==> src/rtl/flushdir_pkg.sv <==
package flushdir_pkg;

   typedef enum logic [2:0] {
      DS_NX   = 3'd0,
      DS_NO   = 3'd1,
      DS_SH   = 3'd2,
      DS_OW   = 3'd3,
      DS_EX   = 3'd4,
      DS_FBLK = 3'd5,
      DS_FMEM = 3'd6,
      DS_WBK  = 3'd7
   } dstate_e;

   typedef enum logic [2:0] {
      RQ_GETS  = 3'd0,
      RQ_GETX  = 3'd1,
      RQ_GETF  = 3'd2,
      RQ_PUT   = 3'd3,
      RQ_EVICT = 3'd4,
      RQ_DMARD = 3'd5,
      RQ_DMAWR = 3'd6,
      RQ_PUTF  = 3'd7
   } rqtype_e;

   function automatic logic is_stable(input dstate_e s);
      return s <= DS_EX;
   endfunction

endpackage

==> src/rtl/flushdir_fifo.sv <==
module flushdir_fifo #(
   parameter int W     = 5,
   parameter int DEPTH = 4
) (
   input  logic         clk,
   input  logic         rst_n,
   input  logic         push,
   input  logic [W-1:0] din,
   input  logic         pop,
   output logic [W-1:0] dout,
   output logic         empty,
   output logic         full
);
   localparam int PW = (DEPTH > 1) ? $clog2(DEPTH) : 1;

   generate
      if ((DEPTH < 2) || ((DEPTH & (DEPTH - 1)) != 0)) begin : g_bad_depth
         $error("flushdir_fifo: DEPTH must be a power of two of at least 2");
      end
   endgenerate

   logic [W-1:0]  mem [DEPTH];
   logic [PW-1:0] wp, rp;
   logic [PW:0]   cnt;
   logic          do_push, do_pop;

   assign empty   = (cnt == '0);
   assign full    = (cnt == (PW+1)'(DEPTH));
   assign do_push = push && !full;
   assign do_pop  = pop && !empty;
   assign dout    = mem[rp];

   always_ff @(posedge clk) begin
      if (do_push) mem[wp] <= din;
   end

   always_ff @(posedge clk) begin
      if (!rst_n) begin
         wp  <= '0;
         rp  <= '0;
         cnt <= '0;
      end else begin
         if (do_push) wp <= wp + 1'b1;
         if (do_pop)  rp <= rp + 1'b1;
         case ({do_push, do_pop})
            2'b10:   cnt <= cnt + 1'b1;
            2'b01:   cnt <= cnt - 1'b1;
            default: cnt <= cnt;
         endcase
      end
   end
endmodule

==> src/rtl/flushdir_stall.sv <==
module flushdir_stall
   import flushdir_pkg::*;
(
   input  dstate_e st,
   input  rqtype_e typ,
   output logic    stall
);
   logic coherent_rq;
   logic dma_rq;

   assign coherent_rq = (typ == RQ_GETS) || (typ == RQ_GETX) || (typ == RQ_GETF) ||
                        (typ == RQ_PUT)  || (typ == RQ_EVICT);
   assign dma_rq      = (typ == RQ_DMARD) || (typ == RQ_DMAWR);

   always_comb begin
      case (st)
         DS_FBLK:         stall = coherent_rq;
         DS_FMEM, DS_WBK: stall = coherent_rq || dma_rq;
         default:         stall = 1'b0;
      endcase
   end
endmodule

==> src/rtl/flushdir_ctrl.sv <==
module flushdir_ctrl
   import flushdir_pkg::*;
#(
   parameter int NCACHE = 4,
   parameter int QDEPTH = 4,
   parameter int ID_W   = (NCACHE > 1) ? $clog2(NCACHE) : 1,
   parameter int ACK_W  = $clog2(NCACHE + 1)
) (
   input  logic              clk,
   input  logic              rst_n,
   input  logic              req_vld,
   input  logic [2:0]        req_typ,
   input  logic [ID_W-1:0]   req_src,
   input  logic              mem_vld,
   input  logic              unblk_vld,
   input  logic [ID_W-1:0]   unblk_src,
   input  logic              wbd_vld,
   input  logic              upd_vld,
   input  logic [2:0]        upd_state,
   input  logic [ID_W-1:0]   upd_owner,
   input  logic [NCACHE-1:0] upd_shr,
   output logic              fwd_vld,
   output logic              fwd_bcast,
   output logic [ID_W-1:0]   fwd_dst,
   output logic [ID_W-1:0]   fwd_src,
   output logic              mrd_vld,
   output logic [ACK_W-1:0]  mrd_acks,
   output logic              bak_vld,
   output logic [ID_W-1:0]   bak_dst,
   output logic              dat_vld,
   output logic [ID_W-1:0]   dat_dst,
   output logic              wak_vld,
   output logic [ID_W-1:0]   wak_dst,
   output logic              pas_vld,
   output logic [2:0]        pas_typ,
   output logic [ID_W-1:0]   pas_src,
   output logic [2:0]        state_o,
   output logic [ID_W-1:0]   owner_o,
   output logic [NCACHE-1:0] shr_o
);
   localparam int EW = 3 + ID_W;

   generate
      if (NCACHE < 2) begin : g_bad_ncache
         $error("flushdir_ctrl: NCACHE must be at least 2");
      end
      if (ID_W < $clog2(NCACHE)) begin : g_bad_idw
         $error("flushdir_ctrl: ID_W too narrow for NCACHE");
      end
   endgenerate

   dstate_e             st, n_st;
   logic [ID_W-1:0]     own, n_own, trk, n_trk;
   logic [NCACHE-1:0]   shr, n_shr;

   // replay queue and dispatch head
   logic                q_push, q_pop, q_empty, q_full;
   logic [EW-1:0]       q_dout;
   logic                in_putf, use_q, head_vld, head_stall, go;
   rqtype_e             head_typ;
   logic [ID_W-1:0]     head_src;

   assign in_putf  = req_vld && (rqtype_e'(req_typ) == RQ_PUTF);
   assign use_q    = !q_empty && !in_putf;
   assign head_vld = use_q || req_vld;
   assign head_typ = use_q ? rqtype_e'(q_dout[EW-1:ID_W]) : rqtype_e'(req_typ);
   assign head_src = use_q ? q_dout[ID_W-1:0] : req_src;
   assign go       = head_vld && !head_stall;
   assign q_push   = req_vld && !in_putf && (!q_empty || head_stall);
   assign q_pop    = use_q && !head_stall;

   flushdir_stall u_stall (
      .st    (st),
      .typ   (head_typ),
      .stall (head_stall)
   );

   flushdir_fifo #(.W(EW), .DEPTH(QDEPTH)) u_replay (
      .clk   (clk),
      .rst_n (rst_n),
      .push  (q_push),
      .din   ({req_typ, req_src}),
      .pop   (q_pop),
      .dout  (q_dout),
      .empty (q_empty),
      .full  (q_full)
   );

   // next-state and message decode
   logic              d_fwd, d_bcast, d_mrd, d_bak, d_dat, d_wak, d_pas;
   logic [ID_W-1:0]   d_fdst;
   logic [ACK_W-1:0]  d_acks;
   logic              flush_go;

   assign flush_go = go && is_stable(st) && (head_typ == RQ_GETF);

   always_comb begin
      n_st    = st;
      n_own   = own;
      n_shr   = shr;
      n_trk   = trk;
      d_fwd   = 1'b0;
      d_bcast = 1'b0;
      d_fdst  = '0;
      d_mrd   = 1'b0;
      d_acks  = '0;
      d_bak   = 1'b0;
      d_dat   = 1'b0;
      d_wak   = 1'b0;
      d_pas   = 1'b0;
      if (flush_go) begin
         n_shr = '0;
         case (st)
            DS_NO: begin
               n_st = DS_FBLK;
               if (head_src != own) begin
                  d_fwd  = 1'b1;
                  d_fdst = own;
               end else begin
                  d_bak = 1'b1;
               end
            end
            DS_OW, DS_EX: begin
               n_st    = DS_FMEM;
               n_trk   = head_src;
               d_fwd   = 1'b1;
               d_bcast = 1'b1;
               d_mrd   = 1'b1;
               d_acks  = (st == DS_OW) ? ACK_W'(1) : ACK_W'(NCACHE - 1);
            end
            default: begin
               n_st    = DS_FBLK;
               d_fwd   = 1'b1;
               d_bcast = 1'b1;
            end
         endcase
      end else if (go && (st == DS_FBLK) && (head_typ == RQ_PUTF)) begin
         d_wak = 1'b1;
         n_st  = DS_WBK;
      end else if (go) begin
         d_pas = 1'b1;
      end

      if (mem_vld && (st == DS_FMEM)) begin
         d_dat = 1'b1;
         n_st  = DS_FBLK;
      end
      if (unblk_vld && (st == DS_FBLK)) begin
         n_own            = unblk_src;
         n_shr            = '0;
         n_shr[unblk_src] = 1'b1;
      end
      if (wbd_vld && (st == DS_WBK)) begin
         n_st = DS_EX;
      end
      if (upd_vld && is_stable(st) && !flush_go && is_stable(dstate_e'(upd_state))) begin
         n_st  = dstate_e'(upd_state);
         n_own = upd_owner;
         n_shr = upd_shr;
      end
   end

   always_ff @(posedge clk) begin
      if (!rst_n) begin
         st        <= DS_EX;
         own       <= '0;
         shr       <= '0;
         trk       <= '0;
         fwd_vld   <= 1'b0;
         fwd_bcast <= 1'b0;
         fwd_dst   <= '0;
         fwd_src   <= '0;
         mrd_vld   <= 1'b0;
         mrd_acks  <= '0;
         bak_vld   <= 1'b0;
         bak_dst   <= '0;
         dat_vld   <= 1'b0;
         dat_dst   <= '0;
         wak_vld   <= 1'b0;
         wak_dst   <= '0;
         pas_vld   <= 1'b0;
         pas_typ   <= '0;
         pas_src   <= '0;
      end else begin
         st        <= n_st;
         own       <= n_own;
         shr       <= n_shr;
         trk       <= n_trk;
         fwd_vld   <= d_fwd;
         fwd_bcast <= d_bcast;
         fwd_dst   <= d_fdst;
         fwd_src   <= head_src;
         mrd_vld   <= d_mrd;
         mrd_acks  <= d_acks;
         bak_vld   <= d_bak;
         bak_dst   <= head_src;
         dat_vld   <= d_dat;
         dat_dst   <= trk;
         wak_vld   <= d_wak;
         wak_dst   <= head_src;
         pas_vld   <= d_pas;
         pas_typ   <= head_typ;
         pas_src   <= head_src;
      end
   end

   assign state_o = st;
   assign owner_o = own;
   assign shr_o   = shr;
endmodule

==> config.mk <==
export PLATFORM = sky130hd
export DESIGN_NAME = flushdir_ctrl
export DESIGN_NICKNAME = d
export VERILOG_FILES = /design/src/rtl/flushdir_pkg.sv /design/src/rtl/flushdir_fifo.sv /design/src/rtl/flushdir_stall.sv /design/src/rtl/flushdir_ctrl.sv
export SDC_FILE = /design/constraint.sdc
export NUM_CORES = 1
export LEC_CHECK = 0
export BUFFER_PORTS_ARGS = -buffer_cell sky130_fd_sc_hd__buf_2
export CAP_MARGIN = 0
export CORE_ASPECT_RATIO = 1.5
export CORE_MARGIN = 2
export CORE_UTILIZATION = 30
export CTS_CLUSTER_DIAMETER = 100
export DETAILED_ROUTE_END_ITERATION = 6
export GPL_TIMING_DRIVEN = 0
export PLACE_DENSITY = 0.51
export SYNTH_ARGS = -nofsm -noshare
export SYNTH_HDL_FRONTEND = slang
export SYNTH_HIERARCHICAL = 1
export SYNTH_SLANG_ARGS = --single-unit
export TNS_END_PERCENT = 100
==> constraint.sdc <==
create_clock -name clk -period 4.8 [get_ports clk]
set_input_delay 0 -clock clk [delete_from_list [all_inputs] [get_ports clk]]
set_output_delay 0 -clock clk [all_outputs]
set_load 0.01 [all_outputs]
==> impl_metrics.json, run 1 <==
{
  "ir_drop_mv": 0.186,
  "gr-total-overflow": 0,
  "yosysTopAreaCell": "dfxtp_1",
  "critPathArrivalTime_ps": 4030,
  "portBuffers": 55,
  "netlist_area_sq_mm": 0.00259,
  "maxCapViolations": 0,
  "cp.required_ps": 5060,
  "critPathLaunchType": "flip-flop",
  "path_delay_family": "buffers and inverters",
  "num_io_pins": 57,
  "vias": 2042,
  "ys_seq_area_share_pct": 52.5,
  "row_count": 41,
  "worst_r2r_path_depth": 13,
  "criticalPathCategory": "reg -> reg",
  "power.density_mw_per_mm2": 518,
  "clock_tree.root_cell": "clkbuf_16",
  "hold_path_class": "in -> reg",
  "outcome": "finished clean",
  "crit_path_frequent_cell": "nand2_1",
  "synthFlopType": "dfxtp_1",
  "yosysWarnings": 6,
  "cp_cell_sequence": "buf_2, mux4_2, mux2i_1, nand2_1, maj3_2, a21oi_2, a221oi_4, and2_1, buf_4, nor4_1, nand2_1, a2bb2oi_1, dlygate4sd3_1",
  "cp_max_fo": 9,
  "path_buf_inv": 3,
  "r2r_setup_slack_ps": 1030,
  "hold_viol": 0,
  "die_area_sq_mm": 0.00943,
  "grt_max_degree": 11,
  "syn_inst": 241,
  "ys_top_cells_by_area": "dfxtp_1 (29%), edfxtp_1 (23%), mux4_2 (4.3%)",
  "avgRoutedWirePerCell_um": 13.5,
  "min_path_cells": 1,
  "syn2layout_area_growth_pct": 33.1,
  "multi_input_area_sq_mm": 0.00105,
  "postCtsSetupBuffers": 0,
  "syn_nets": 270,
  "cts_resized": 0,
  "worst_path_largest_cell_delay_ps": 560,
  "synth.avg_cell_area_sq_um": 10.8,
  "hold_path.startpoint": "req_typ[2]",
  "clock_latency_ps": 320,
  "cts_tree": "done",
  "rr_endpoint": "state_o[1]",
  "drive_gt1_share_pct": 29.4,
  "antenna_found_initial": 0,
  "slowest_stage": "dlygate4sd3_1",
  "via_per_inst": 4.71,
  "clk_pin_slew_ps": 50,
  "ys_ff_latch": 58,
  "gp_congestion": 0.871,
  "grt_pass1_vias": 2037,
  "wl_um": 5840,
  "fp.dieW_um": 79.9,
  "die_h_um": 118,
  "cts.sinks": 58,
  "setup_violations": 0,
  "core_area_sq_mm": 0.00841,
  "max_slew_margin_pct": 52.1,
  "final_core_util_pct": 41.0,
  "fin_worst_skew_ps": 8.14,
  "layout.nets": 351,
  "ys_types": 45,
  "rsz0062_at_grt": "no",
  "route.detailed.drc": 0,
  "first_iter_violations": 49,
  "worst_pin_slew_ps": 711,
  "dp_hpwl_um": 4390,
  "ant_nets": 0,
  "cp-end-kind": "flip-flop",
  "globalRouteTotalUtil_pct": 13.0,
  "async_reset_ff_share_pct": 0,
  "fin_crit_ps": 3770,
  "cts_buffers": 9,
  "initial_utilization_pct": 30.8,
  "leakagePower_nw": 1.46,
  "worstHoldEndpoint": "u_replay/mem[2][4]",
  "first_pass_iters": 4,
  "grt_pass1_wl_um": 9410,
  "diodes": 0,
  "seq_area_sq_mm": 0.00136,
  "finalCritPeriodShare_pct": 78.5,
  "synth_top_area_share_pct": 29.3,
  "h-tree-depth": 3,
  "tns_ps": 0,
  "num-fill-cells": 846,
  "holdBufCountCts": 15,
  "clockBufferDepth": 2,
  "synth_edf_count": 20,
  "drv_slew": 0,
  "max_freq_mhz": 266
}
worst max path at each step:
stage	startpoint	end	slack, ps	cells past startpoint
floorplan	flip-flop	u_replay/cnt[2]	1380	17
global placement	flip-flop	u_replay/cnt[2]	1100	17
detailed placement	flip-flop	u_replay/cnt[2]	1070	17
CTS	flip-flop	u_replay/cnt[2]	1020	17
global route	flip-flop	state_o[1]	740	13
finish	flip-flop	state_o[1]	1030	13
final cells by class:
class                      count  share of cell area [%]
clock inverter                 2                    1.01
clock buffer                  14                    7.64
inverter                      17                    1.85
tap                          107                    3.88
multi-input combinational    147                    30.4
timing repair buffer          70                    12.3
sequential                    58                    39.4
buffer                        19                    3.51
cell families (layout without fill, tap and decap cells):
group / count (synthesis) / in the layout / synth area share, %
flops: 58 / 58 / 52.5
other cells: 1 / 1 / 0.145
buf+inv: 36 / 122 / 7.14
fa+ha+maj: 7 / 7 / 3.62
compound gates: 44 / 44 / 11.9
xor+xnor: 4 / 4 / 1.35
simple gates: 76 / 76 / 15.2
mux: 15 / 15 / 8.25
cells in the mapped netlist (5+ instances only):
library cell  count
buf_4             8
ha_1              5
nand2_1          25
inv_1            17
o21ai_0          15
nor2_1           15
or3_1             5
dfxtp_1          38
mux4_2            5
nand3_1           5
and3_1            5
mux2i_1           9
a21oi_1           8
edfxtp_1         20
and2_1            7
layout by cell type, fill, tap and decap left out, types with 7 or more instances in the layout:
| master | count |
|---|---|
| inv_1 | 17 |
| dlygate4sd3_1 | 15 |
| dfxtp_1 | 38 |
| clkbuf_1 | 7 |
| nand2_1 | 25 |
| edfxtp_1 | 20 |
| buf_2 | 59 |
| clkbuf_16 | 9 |
| mux2i_1 | 9 |
| nor2_1 | 15 |
| and2_1 | 7 |
| a21oi_1 | 8 |
| o21ai_0 | 15 |
| buf_4 | 8 |
sequential cells by signal, indices dropped and copies added (netlist names), 3 cells and up, named ones only:
name / cells
state_o: 3
shr_o: 4
pas_typ: 3
u_replay/mem: 20
u_replay/cnt: 3
routing by layer:
| layer | wire [um] | vias to the layer above | global-route usage [%] |
|---|---|---|---|
| met5 | 0 | - | 0 |
| met4 | 102 | 0 | 6.25 |
| met3 | 321 | 11 | 3.22 |
| met2 | 3170 | 60 | 23.9 |
| met1 | 2250 | 960 | 13.1 |
| li1 | - | 1011 | - |
stage by stage:
stage / total power [mW] / instances / setup WS [ps] / cell area [sq um] / hold WS [ps]
floorplan: 1.00 / 241 / 1380 / 2590 / 98.9
finish: 1.79 / 434 / 1030 / 3450 / 8.19
detailed placement: 1.16 / 403 / 1070 / 3000 / 244
global route: 1.89 / 434 / 739 / 3450 / 19.5
global placement: 1.15 / 403 / 1100 / 3000 / 242
CTS: 1.81 / 434 / 1020 / 3450 / 8.86
where the power goes:
| group | switching, mW | internal (mW) | total, mW |
|---|---|---|---|
| Combinational | 0.307 | 0.236 | 0.543 |
| Clock | 0.204 | 0.429 | 0.633 |
| Sequential | 0.0369 | 0.578 | 0.615 |
worst reg2reg max path, delay by kind of cell (launching register included):
family	cells	cell delay, ps
buffers and inverters	3	920
flip-flops	1	300
AND/OR/NAND/NOR	4	850
adder cells (fa/ha/maj)	1	320
multiplexers	2	840
AO/OA/AOI/OAI	3	500
Power figures use the tool's default switching activity.
==> run 2, diff against run 1 <==
Clock period 4.8 ns to 3.6 ns, I/O delays scaled along.
==> run 2 against run 1 <==
Net effect: non-clock buffer count increased by 2; combinational power rose by 45%; total power is 37% higher; first-iteration DRC count down 2.0%; critical path depth unchanged; clock power is 33% higher; critical path type unchanged.
==> impl_metrics.json, run 2 (synthesis gave the netlist of run 1 again) <==
{
  "outcome": "finished clean",
  "worst_pin_slew_ps": 725,
  "grt_pass1_vias": 2042,
  "die_area_sq_mm": 0.00943,
  "max_freq_mhz": 294,
  "clock_tree.root_cell": "clkbuf_16",
  "hold_viol": 0,
  "route.detailed.drc": 0,
  "wl_um": 5900,
  "setup_violations": 0,
  "drv_slew": 0,
  "maxCapViolations": 0,
  "dp_hpwl_um": 4390,
  "vias": 2032,
  "h-tree-depth": 3,
  "fin_crit_ps": 3400,
  "fin_area_sq_mm": 0.00352,
  "num_io_pins": 57,
  "clockBufferDepth": 2,
  "row_count": 41,
  "num-fill-cells": 847,
  "max_slew_margin_pct": 51.1,
  "clk_pin_slew_ps": 50,
  "cts_tree": "done",
  "place_inst": 403,
  "grt_max_degree": 11,
  "initial_utilization_pct": 30.8,
  "drive_gt1_share_pct": 31.0,
  "die_h_um": 118,
  "final_cells": 436,
  "leakagePower_nw": 1.47,
  "cp.required_ps": 3810,
  "avgRoutedWirePerCell_um": 13.5,
  "p_total_mw": 2.45,
  "criticalPathCategory": "reg -> reg",
  "via_per_inst": 4.66,
  "core_area_sq_mm": 0.00841,
  "first_pass_iters": 4,
  "portBuffers": 55,
  "fin_worst_skew_ps": 7.94,
  "first_iter_violations": 48,
  "gr-total-overflow": 0,
  "power.density_mw_per_mm2": 697,
  "syn2layout_area_growth_pct": 35.6,
  "final_core_util_pct": 41.8,
  "largest_reg_flops": 20,
  "ant_nets": 0,
  "layout_common_cells": "buf_2 (57), dfxtp_1 (38), nand2_1 (25), edfxtp_1 (20), inv_1 (17)",
  "place_area_sq_mm": 0.00300,
  "critPathLaunchType": "flip-flop",
  "ir_drop_mv": 0.256,
  "cp_max_fo": 9,
  "antenna_found_initial": 0,
  "layout_commonest_cell": "buf_2",
  "hold_path_class": "in -> reg",
  "swShare_pct": 30.8,
  "power_frac_seq_pct": 33.5,
  "fp.dieW_um": 79.9,
  "gp_congestion": 0.871,
  "grt_pass1_wl_um": 9430,
  "combPwrFrac_pct": 32.1,
  "switching_power_mw": 0.756,
  "cp-end-kind": "flip-flop",
  "diodes": 0,
  "clkPwrFrac_pct": 34.3,
  "critPathArrivalTime_ps": 3610,
  "clock_latency_ps": 320,
  "cts_buffers": 9,
  "finalCritPeriodShare_pct": 94.5,
  "p_int_mw": 1.70,
  "top_register": "u_replay/mem",
  "globalRouteTotalUtil_pct": 13.0,
  "cts.sinks": 58,
  "layout.nets": 353
}
## run 2: cell count changes in the layout (fill, tap and decap cells not counted), moves of 2 or more
cell     previous run  this run
mux2i_4             0         2
buf_4               8        12
mux2i_1             9         7
buf_2              59        57
## run 2: metrics by stage
| stage | hold slack [ps] | TNS, ps | setup slack (ps) |
|---|---|---|---|
| 6_report | 10.8 | 0 | 197 |
| 5_1_grt | 25.0 | -12.7 | -12.7 |
| 2_1_floorplan | 98.9 | 0 | 179 |
| 4_1_cts | 8.86 | 0 | 28.1 |
| 3_5_place_dp | 244 | -241 | -133 |
| 3_3_place_gp | 242 | -198 | -100 |
## run 2: layer usage
metal	part of all wire, %	vias to the layer above	track usage [%]
li1	-	1014	-
met1	39	958	13.3
met3	5.2	11	3.14
met4	1.7	0	6.04
met5	0	-	0
met2	54	49	24.1
## run 2: power by group through the flow
stage	clock [mW]	sequential, mW	combinational, mW
after global placement	0	0.831	0.705
after CTS	0.864	0.822	0.760
after global routing	0.888	0.833	0.871
after floorplan	0	0.849	0.486
after detailed placement	0	0.834	0.707
final	0.843	0.822	0.789
## run 2: worst max-delay path, cell delays in order, from the launching register on
cell           delay [ps]
dfxtp_1               320
buf_6                 130
mux4_2                520
mux2i_4               190
nand2_1                80
maj3_2                320
a21oi_4               200
a221oi_4               70
and2_1                150
buf_4                 160
a21boi_0              310
nand2_1               130
a2bb2oi_1             150
dlygate4sd3_1         550
## run 2: final timing paths
kind	slack (ps)	cells past startpoint	from	to
max	200	13	flip-flop	state_o[1]
min	10	1	req_typ[2]	u_replay/mem[2][4]
min reg2reg	440	2	trk[1]	dat_dst[1]
max reg2reg	200	13	flip-flop	state_o[1]
## run 2: cell type report
cell class / instances / area [sq um] / area share [%]
clock buffers: 14 / 264 / 7.50
inverters: 17 / 63.8 / 1.81
clock inverters: 2 / 35.0 / 0.995
well taps: 107 / 134 / 3.80
multi-input cells: 147 / 1090 / 31.1
plain buffers: 19 / 130 / 3.70
repair buffers: 72 / 438 / 12.4
flip-flops and latches: 58 / 1360 / 38.7
## run 2: what timing repair did
| item | CTS | global route |
|---|---|---|
| pin swaps | 0 | 2 |
| setup buffers | 0 | 3 |
| endpoints found under the setup margin | 2 | 3 |
| endpoints found under the hold margin | 18 | 0 |
| gates resized for setup | 5 | 7 |
| hold buffers | 14 | 0 |
